==> src/rtl/busStepPkg.sv <==
package busStepPkg;
  localparam int SYNC_STAGES = 2;

  // Index of each input bit inside the synchroniser vector
  localparam int IDX_CYC   = 0;
  localparam int IDX_STOP  = 1;
  localparam int IDX_PRESS = 2;
  localparam int IDX_REL   = 3;
  localparam int IN_WIDTH  = 4;

  // Idle values: strobe low, run, button resting on its release throw
  localparam logic [IN_WIDTH-1:0] IN_IDLE = 4'b0100;

  typedef struct packed {
    logic setWait;
    logic clrWait;
  } stepStrobe_t;
endpackage

==> src/rtl/busStepSync.sv <==
module busStepSync #(
  parameter int WIDTH = 4,
  parameter int STAGES = 2,
  parameter logic [WIDTH-1:0] RESET_VAL = '0
) (
  input  logic             clk,
  input  logic             rstN,
  input  logic [WIDTH-1:0] asyncIn,
  output logic [WIDTH-1:0] syncOut
);
  logic [STAGES-1:0][WIDTH-1:0] stageQ;

  always_ff @(posedge clk or negedge rstN) begin
    if (!rstN) stageQ[0] <= RESET_VAL;
    else       stageQ[0] <= asyncIn;
  end

  for (genvar s = 1; s < STAGES; s++) begin : g_stage
    always_ff @(posedge clk or negedge rstN) begin
      if (!rstN) stageQ[s] <= RESET_VAL;
      else       stageQ[s] <= stageQ[s-1];
    end
  end

  assign syncOut = stageQ[STAGES-1];
endmodule

==> src/rtl/busStepControl.sv <==
module busStepControl
  import busStepPkg::*;
(
  input  logic        clk,
  input  logic        rstN,
  input  logic        cycStartSync,
  input  logic        pressSyncN,
  input  logic        releaseSyncN,
  output stepStrobe_t strobes,
  output logic        stepLatch
);
  logic latchPrev;

  // Debounce latch: set/reset with active-low inputs; hold on both or none
  always_ff @(posedge clk or negedge rstN) begin
    if (!rstN) begin
      stepLatch <= 1'b0;
      latchPrev <= 1'b0;
    end else begin
      latchPrev <= stepLatch;
      case ({pressSyncN, releaseSyncN})
        2'b01:   stepLatch <= 1'b1;
        2'b10:   stepLatch <= 1'b0;
        default: stepLatch <= stepLatch;
      endcase
    end
  end

  always_comb begin
    strobes.setWait = cycStartSync;
    strobes.clrWait = stepLatch & ~latchPrev;
  end


  latch_set_chk: assert property (@(posedge clk) disable iff (!rstN)
    (!pressSyncN && releaseSyncN) |=> stepLatch);

  latch_hold_chk: assert property (@(posedge clk) disable iff (!rstN)
    (pressSyncN == releaseSyncN) |=> $stable(stepLatch));

  single_clear_chk: assert property (@(posedge clk) disable iff (!rstN)
    strobes.clrWait |=> !strobes.clrWait);
endmodule

==> src/rtl/busStepDatapath.sv <==
module busStepDatapath
  import busStepPkg::*;
(
  input  logic        clk,
  input  logic        rstN,
  input  stepStrobe_t strobes,
  input  logic        stopSync,
  output logic        waitFlag,
  output logic        ready
);
  // Preset (strobe) dominates the clocked clear
  always_ff @(posedge clk or negedge rstN) begin
    if (!rstN)                waitFlag <= 1'b0;
    else if (strobes.setWait) waitFlag <= 1'b1;
    else if (strobes.clrWait) waitFlag <= 1'b0;
  end

  assign ready = ~(stopSync & waitFlag);


  set_wait_chk: assert property (@(posedge clk) disable iff (!rstN)
    strobes.setWait |=> waitFlag);

  set_priority_chk: assert property (@(posedge clk) disable iff (!rstN)
    (strobes.setWait && strobes.clrWait) |=> waitFlag);

  clear_wait_chk: assert property (@(posedge clk) disable iff (!rstN)
    (strobes.clrWait && !strobes.setWait) |=> !waitFlag);

  no_spurious_clear_chk: assert property (@(posedge clk) disable iff (!rstN)
    (waitFlag && !strobes.clrWait) |=> waitFlag);
endmodule

==> src/rtl/busStepCtrl.sv <==
module busStepCtrl
  import busStepPkg::*;
(
  input  logic clk,
  input  logic rstN,
  input  logic cycStartIn,
  input  logic stopIn,
  input  logic pressContactN,
  input  logic releaseContactN,
  output logic readyOut,
  output logic runningOut,
  output logic stepLatchOut,
  output logic waitFlagOut
);
  logic [IN_WIDTH-1:0] rawIn;
  logic [IN_WIDTH-1:0] syncIn;
  stepStrobe_t         strobes;
  logic                stepLatch;
  logic                waitFlag;
  logic                ready;

  always_comb begin
    rawIn            = '0;
    rawIn[IDX_CYC]   = cycStartIn;
    rawIn[IDX_STOP]  = stopIn;
    rawIn[IDX_PRESS] = pressContactN;
    rawIn[IDX_REL]   = releaseContactN;
  end

  busStepSync #(
    .WIDTH(IN_WIDTH), .STAGES(SYNC_STAGES), .RESET_VAL(IN_IDLE)
  ) u_sync (
    .clk(clk), .rstN(rstN), .asyncIn(rawIn), .syncOut(syncIn)
  );

  busStepControl u_ctrl (
    .clk(clk), .rstN(rstN),
    .cycStartSync(syncIn[IDX_CYC]),
    .pressSyncN(syncIn[IDX_PRESS]),
    .releaseSyncN(syncIn[IDX_REL]),
    .strobes(strobes),
    .stepLatch(stepLatch)
  );

  busStepDatapath u_dp (
    .clk(clk), .rstN(rstN), .strobes(strobes),
    .stopSync(syncIn[IDX_STOP]),
    .waitFlag(waitFlag), .ready(ready)
  );

  assign readyOut     = ready;
  assign runningOut   = ready;
  assign stepLatchOut = stepLatch;
  assign waitFlagOut  = waitFlag;


  run_ready_chk: assert property (@(posedge clk) disable iff (!rstN)
    (!syncIn[IDX_STOP]) |-> readyOut);

  stall_only_waiting_chk: assert property (@(posedge clk) disable iff (!rstN)
    (!readyOut) |-> waitFlagOut);

  running_chk: assert property (@(posedge clk) disable iff (!rstN)
    runningOut == readyOut);
endmodule

==> config.mk <==
export PLATFORM = sky130hd
export DESIGN_NAME = busStepCtrl
export DESIGN_NICKNAME = d
export VERILOG_FILES = /design/src/rtl/busStepPkg.sv /design/src/rtl/busStepSync.sv /design/src/rtl/busStepControl.sv /design/src/rtl/busStepDatapath.sv /design/src/rtl/busStepCtrl.sv
export SDC_FILE = /design/constraint.sdc
export NUM_CORES = 1
export LEC_CHECK = 0
export BUFFER_PORTS_ARGS = -buffer_cell sky130_fd_sc_hd__buf_2
export CORE_AREA = 2 2 39 41
export CTS_CLUSTER_DIAMETER = 50
export DETAILED_ROUTE_END_ITERATION = 16
export DIE_AREA = 0 0 41 43
export HOLD_SLACK_MARGIN = 0.05
export PLACE_DENSITY = 0.52
export SETUP_SLACK_MARGIN = 0.3
export SYNTH_ARGS = -nofsm -noshare
export SYNTH_HDL_FRONTEND = slang
export SYNTH_SLANG_ARGS = --single-unit
==> constraint.sdc <==
create_clock -name clk -period 1.7 [get_ports clk]
set_input_delay 0.085 -clock clk [delete_from_list [all_inputs] [get_ports clk]]
set_output_delay 0.085 -clock clk [all_outputs]
set_load 0.03 [all_outputs]
# Yosys cells after proc, flatten, opt, wreduce, memory -nomap -nowiden
# Cells that the tools add are included.
# word_totals
regBits	11
input_bits	6
word_cells	16
# classes
eq_ne	2
n_mux	3
bitwise_logic	4
n_reduce_logical	2
# ops
op	n
2-bit nonzero test	2
1-bit AND	2
2-bit by 1-bit == test with 1-bit output, second input constant	1
2-bit == test, second input constant	1
1-bit two-way mux	2
1-bit inverter	2
1-bit one-hot mux with 2 select lines	1

# Logic depth before layout (Yosys ltp)
# depth
word_depth	4
depth_mapped	3
depth_no_buf	3

# Cells and area by module
# Synthesis repeated with hierarchy kept, for this count alone.
# hier_totals
cells_unflattened	25
hier_area_um2	376.6
# by_module_without_submodules
module	instances	cells_per_inst	area_per_inst_um2
busStepSync	1	12	232.7
busStepControl	1	8	96.3
busStepDatapath	1	4	40.0
busStepCtrl	1	1	7.5

# Least setup slack after synthesis
# No wires, ideal clock.
# synth_timing
kind	register -> output
from	reg u_dp.waitFlag
to	out runningOut
t_arrival_ns	1.037
required_time_ns	1.615
path_slack_ns	0.578
stages_incl_launch_ff	3
n_path_buf	1
cell_sequence	dfrtp_1 -> nand2_1 -> buf_4
# synth_via
elab_chain_len	2
# synth_rtl
item	line_no	rtl
start: declaration	busStepDatapath.sv:8	output logic waitFlag,
start signal: assignment	busStepDatapath.sv:13	if (!rstN) waitFlag <= 1'b0;
start signal: assignment	busStepDatapath.sv:14	else if (strobes.setWait) waitFlag <= 1'b1;
start signal: assignment	busStepDatapath.sv:15	else if (strobes.clrWait) waitFlag <= 1'b0;
1-bit AND	busStepDatapath.sv:18	assign ready = ~(stopSync & waitFlag);
1-bit inverter	busStepDatapath.sv:18	
end: declaration	busStepCtrl.sv:11	output logic runningOut,
# No other way between the ends.

# Worst setup path in the final report
# layout_timing
from	reg u_dp.waitFlag
to	out readyOut
# layout_via
elab_chain_len	2
# layout_rtl
item	line_no	rtl
1-bit AND	busStepDatapath.sv:18	
1-bit inverter	busStepDatapath.sv:18	
end: declaration	busStepCtrl.sv:10	output logic readyOut,
# No other way between the ends.

==> run_results.csv <==
group,metric,value,unit
synthesis,synthTopCellsByArea,"dfrtp_1 68%, dfstp_2 16%, ha_1 3.8%, mux2i_1 3.0%, a21o_1 2.3%",
floorplanning,start_util,24.05,%
worst_setup_path,arrival,0.91,ns
global_routing,grt.total_usage,6.557,%
synthesis,syn_inst,19,
synthesis,synthMuxAreaShare,3.008,%
sta,report.final.slew_viol_count,0,
synthesis,yosysTopAreaCell,"dfrtp_1",
synthesis,synth_compound_area_share,2.256,%
clock_tree,cts.clk_slew.worst_paths,0.07,ns
cells_and_area,syn_to_final_growth,40.23,%
sta,skew,0.003473,ns
synthesis,syn-cell-area,332.8,um^2
sta,setup_viol,0,
clock_tree,cts.path.max_buffers,2,
synthesis,yosys.area_share.adder,3.759,%
synthesis,synth.net_count,26,
power,switching_share,24.01,%
synthesis,synthXorXnorAreaFrac,0,%
run,drv_cap,0,
global_routing,antenna_found_initial,0,
clock_tree,cts_sinks,11,
route,drc,0,
worst_setup_path,reg2reg_to,"u_ctrl.stepLatch",
global_routing,overflow,0,
route,drt_pass1_iterations,2,
floorplanning,die_h,43,um
power,ir_drop,0.0004966,V
worst_setup_path,r2r_setup_slack,0.73,ns
route,drt_wl_total,460,um
worst_setup_path,path_class,"reg2out",
sta,hold_slack,0.2067,ns
global_routing,grt_max_degree,12,
worst_setup_path,cp-start-kind,"flip-flop",
route,wl_met1,186,um
worst_setup_path,critPathMaxFanout,3,
power,sequentialPowerShare,55.2,%
power,power.leakage,0.2257,nW
power,power_frac_clock,32.4,%
sta,worst_pin_slew,0.2335,ns
global_routing,grt_pass1_wl,669,um
route,drt-wirelength-per-cell,8.846,um
sta,fmax,1004,MHz
route,drtIter0Drc,2,
route,vias,186,
floorplanning,coreArea,1384,um^2
cells_and_area,n_antenna_cell,0,
worst_setup_path,rr_startpoint,"u_sync.syncOut[2]",
route,highest_layer,"met3",
synthesis,avgSynthCellArea,17.52,um^2
worst_setup_path,required,1.62,ns
floorplanning,die_area,1763,um^2
clock_tree,clk_latency,0.26,ns
sta,hold_violations,0,
synthesis,synth_top_family_by_area,"buffers and inverters",
floorplanning,ioPinCount,10,
cells_and_area,post_route_cells_drive_above_1_share,38.89,%
synthesis,synth.distinct_cells,9,
placement,dp_cells,43,
synthesis,synth_warnings,0,
synthesis,synth-simple-area-share,3.008,%
route,wl_met3,59,um
synthesis,ys_seq_area_share,83.46,%
power,p_per_area,1126,nW/um^2
sta,rsz0062_at_grt,"false",
placement,gp_congestion,0.6113,
sta,finalCritPeriodShare,58.57,%
clock_tree,cts-root-buf,"clkbuf_4",
clock_tree,cts_buffers,3,
power,p_int,0.3991,mW
floorplanning,row_count,14,
sta,period_minus_slack,0.9956,ns
worst_hold_path,hp-class,"in2async",
power,comb_power_share,12.3,%
clock_tree,postCtsSetupBuffers,0,
route,ant_nets,0,
clock_tree,cts_tree,"done",
sta,timing.slew.headroom,84.43,%
run_status,status,"finished clean",
placement,port_buffers,9,
cells_and_area,nets,44,
worst_setup_path,r2r.worst_path.cells,2,
worst_setup_path,cp-startpoint,"u_dp.waitFlag",
route,viasPerCell,3.577,
clock_tree,htree_levels,1,
cells_and_area,final_cells,52,
synthesis,ys_ff_latch,11,
sta,timing.setup.tns,0,ns
cells_and_area,fill_cells,140,
floorplanning,die_w,41,um
global_routing,grt_pass1_vias,178,
power,p_switching,0.1261,mW
route,met2_length,214,um
cells_and_area,final_cell_mix,"9 x buf_2, 9 x dfrtp_1, 5 x dlygate4sd3_1",
worst_setup_path,crit_path_end_kind,"output port",
synthesis,synth_top_area_share,67.67,%
## registers in the layout, indices dropped and copies added (netlist names)
register and count:
u_sync.stageQ 4, u_sync.syncOut 4, u_ctrl.latchPrev 1, u_ctrl.stepLatch 1
u_dp.waitFlag 1
## logic make-up after synthesis
| kind of cell | count (synthesis) |
|---|---|
| DFF | 11 |
| and+or+nand+nor | 2 |
| buffers and inverters | 3 |
| muxes | 1 |
| adders and majority gates | 1 |
| AOI/OAI and AO/OA | 1 |
## worst max path at each step
stage | to | slack, ns | depth (start not counted)
floorplan | runningOut | 0.58 | 2
global placement | u_ctrl.stepLatch | 0.75 | 2
detailed placement | u_ctrl.stepLatch | 0.73 | 2
CTS | readyOut | 0.68 | 2
global route | readyOut | 0.65 | 2
finish | readyOut | 0.70 | 2
## per-stage QoR
step	total power, mW	worst slack [ns]	utilization, %	cell area (um^2)
floorplan	0.3318	0.5779	-	332.8
global placement	0.3504	0.7489	28.21	390.4
detailed placement	0.3524	0.7258	28.21	390.4
CTS	0.5393	0.6772	33.73	466.7
global route	0.5560	0.6497	33.73	466.7
finish	0.5253	0.7044	33.73	466.7
## layout make-up
cell class                 count  area (um^2)  share of cell area (%)
inverter                       2        7.507                   1.609
multi-input combinational      5        40.04                   8.579
sequential                    11        277.8                   59.52
clock buffer                   4        26.28                   5.630
timing repair buffer          14        95.09                   20.38
tap                           16        20.02                   4.290
## power by group through the flow
stage	Clock, mW	Combinational, mW	Sequential (mW)
finish	0.170	0.0647	0.290
global route	0.193	0.0713	0.292
CTS	0.183	0.0658	0.291
detailed placement	0	0.0571	0.295
global placement	0	0.0563	0.294
floorplan	0	0.0259	0.306
## worst max-delay path, cell delays in order (launching register included)
cell	delay, ns
dfrtp_1	0.39
nand2_1	0.07
buf_2	0.19
## per-layer routing
layer	up-vias	track usage, %
li1	90	-
met2	12	7.500
met4	0	4.000
met5	-	0
met3	0	7.853
met1	84	6.529
## repair_timing
| item | in CTS | in global routing |
|---|---|---|
| resized for setup | 0 | 0 |
| endpoints found under the hold margin | 15 | 0 |
| hold buffers | 5 | 0 |
## synth_stat cells (all sizes together)
| cell | count |
|---|---|
| a21o | 1 |
| inv | 2 |
| dfstp | 2 |
| buf | 1 |
| nand2 | 1 |
| mux2i | 1 |
| nand2b | 1 |
| ha | 1 |
| dfrtp | 9 |
No activity file was read; power rests on OpenSTA's default activity.
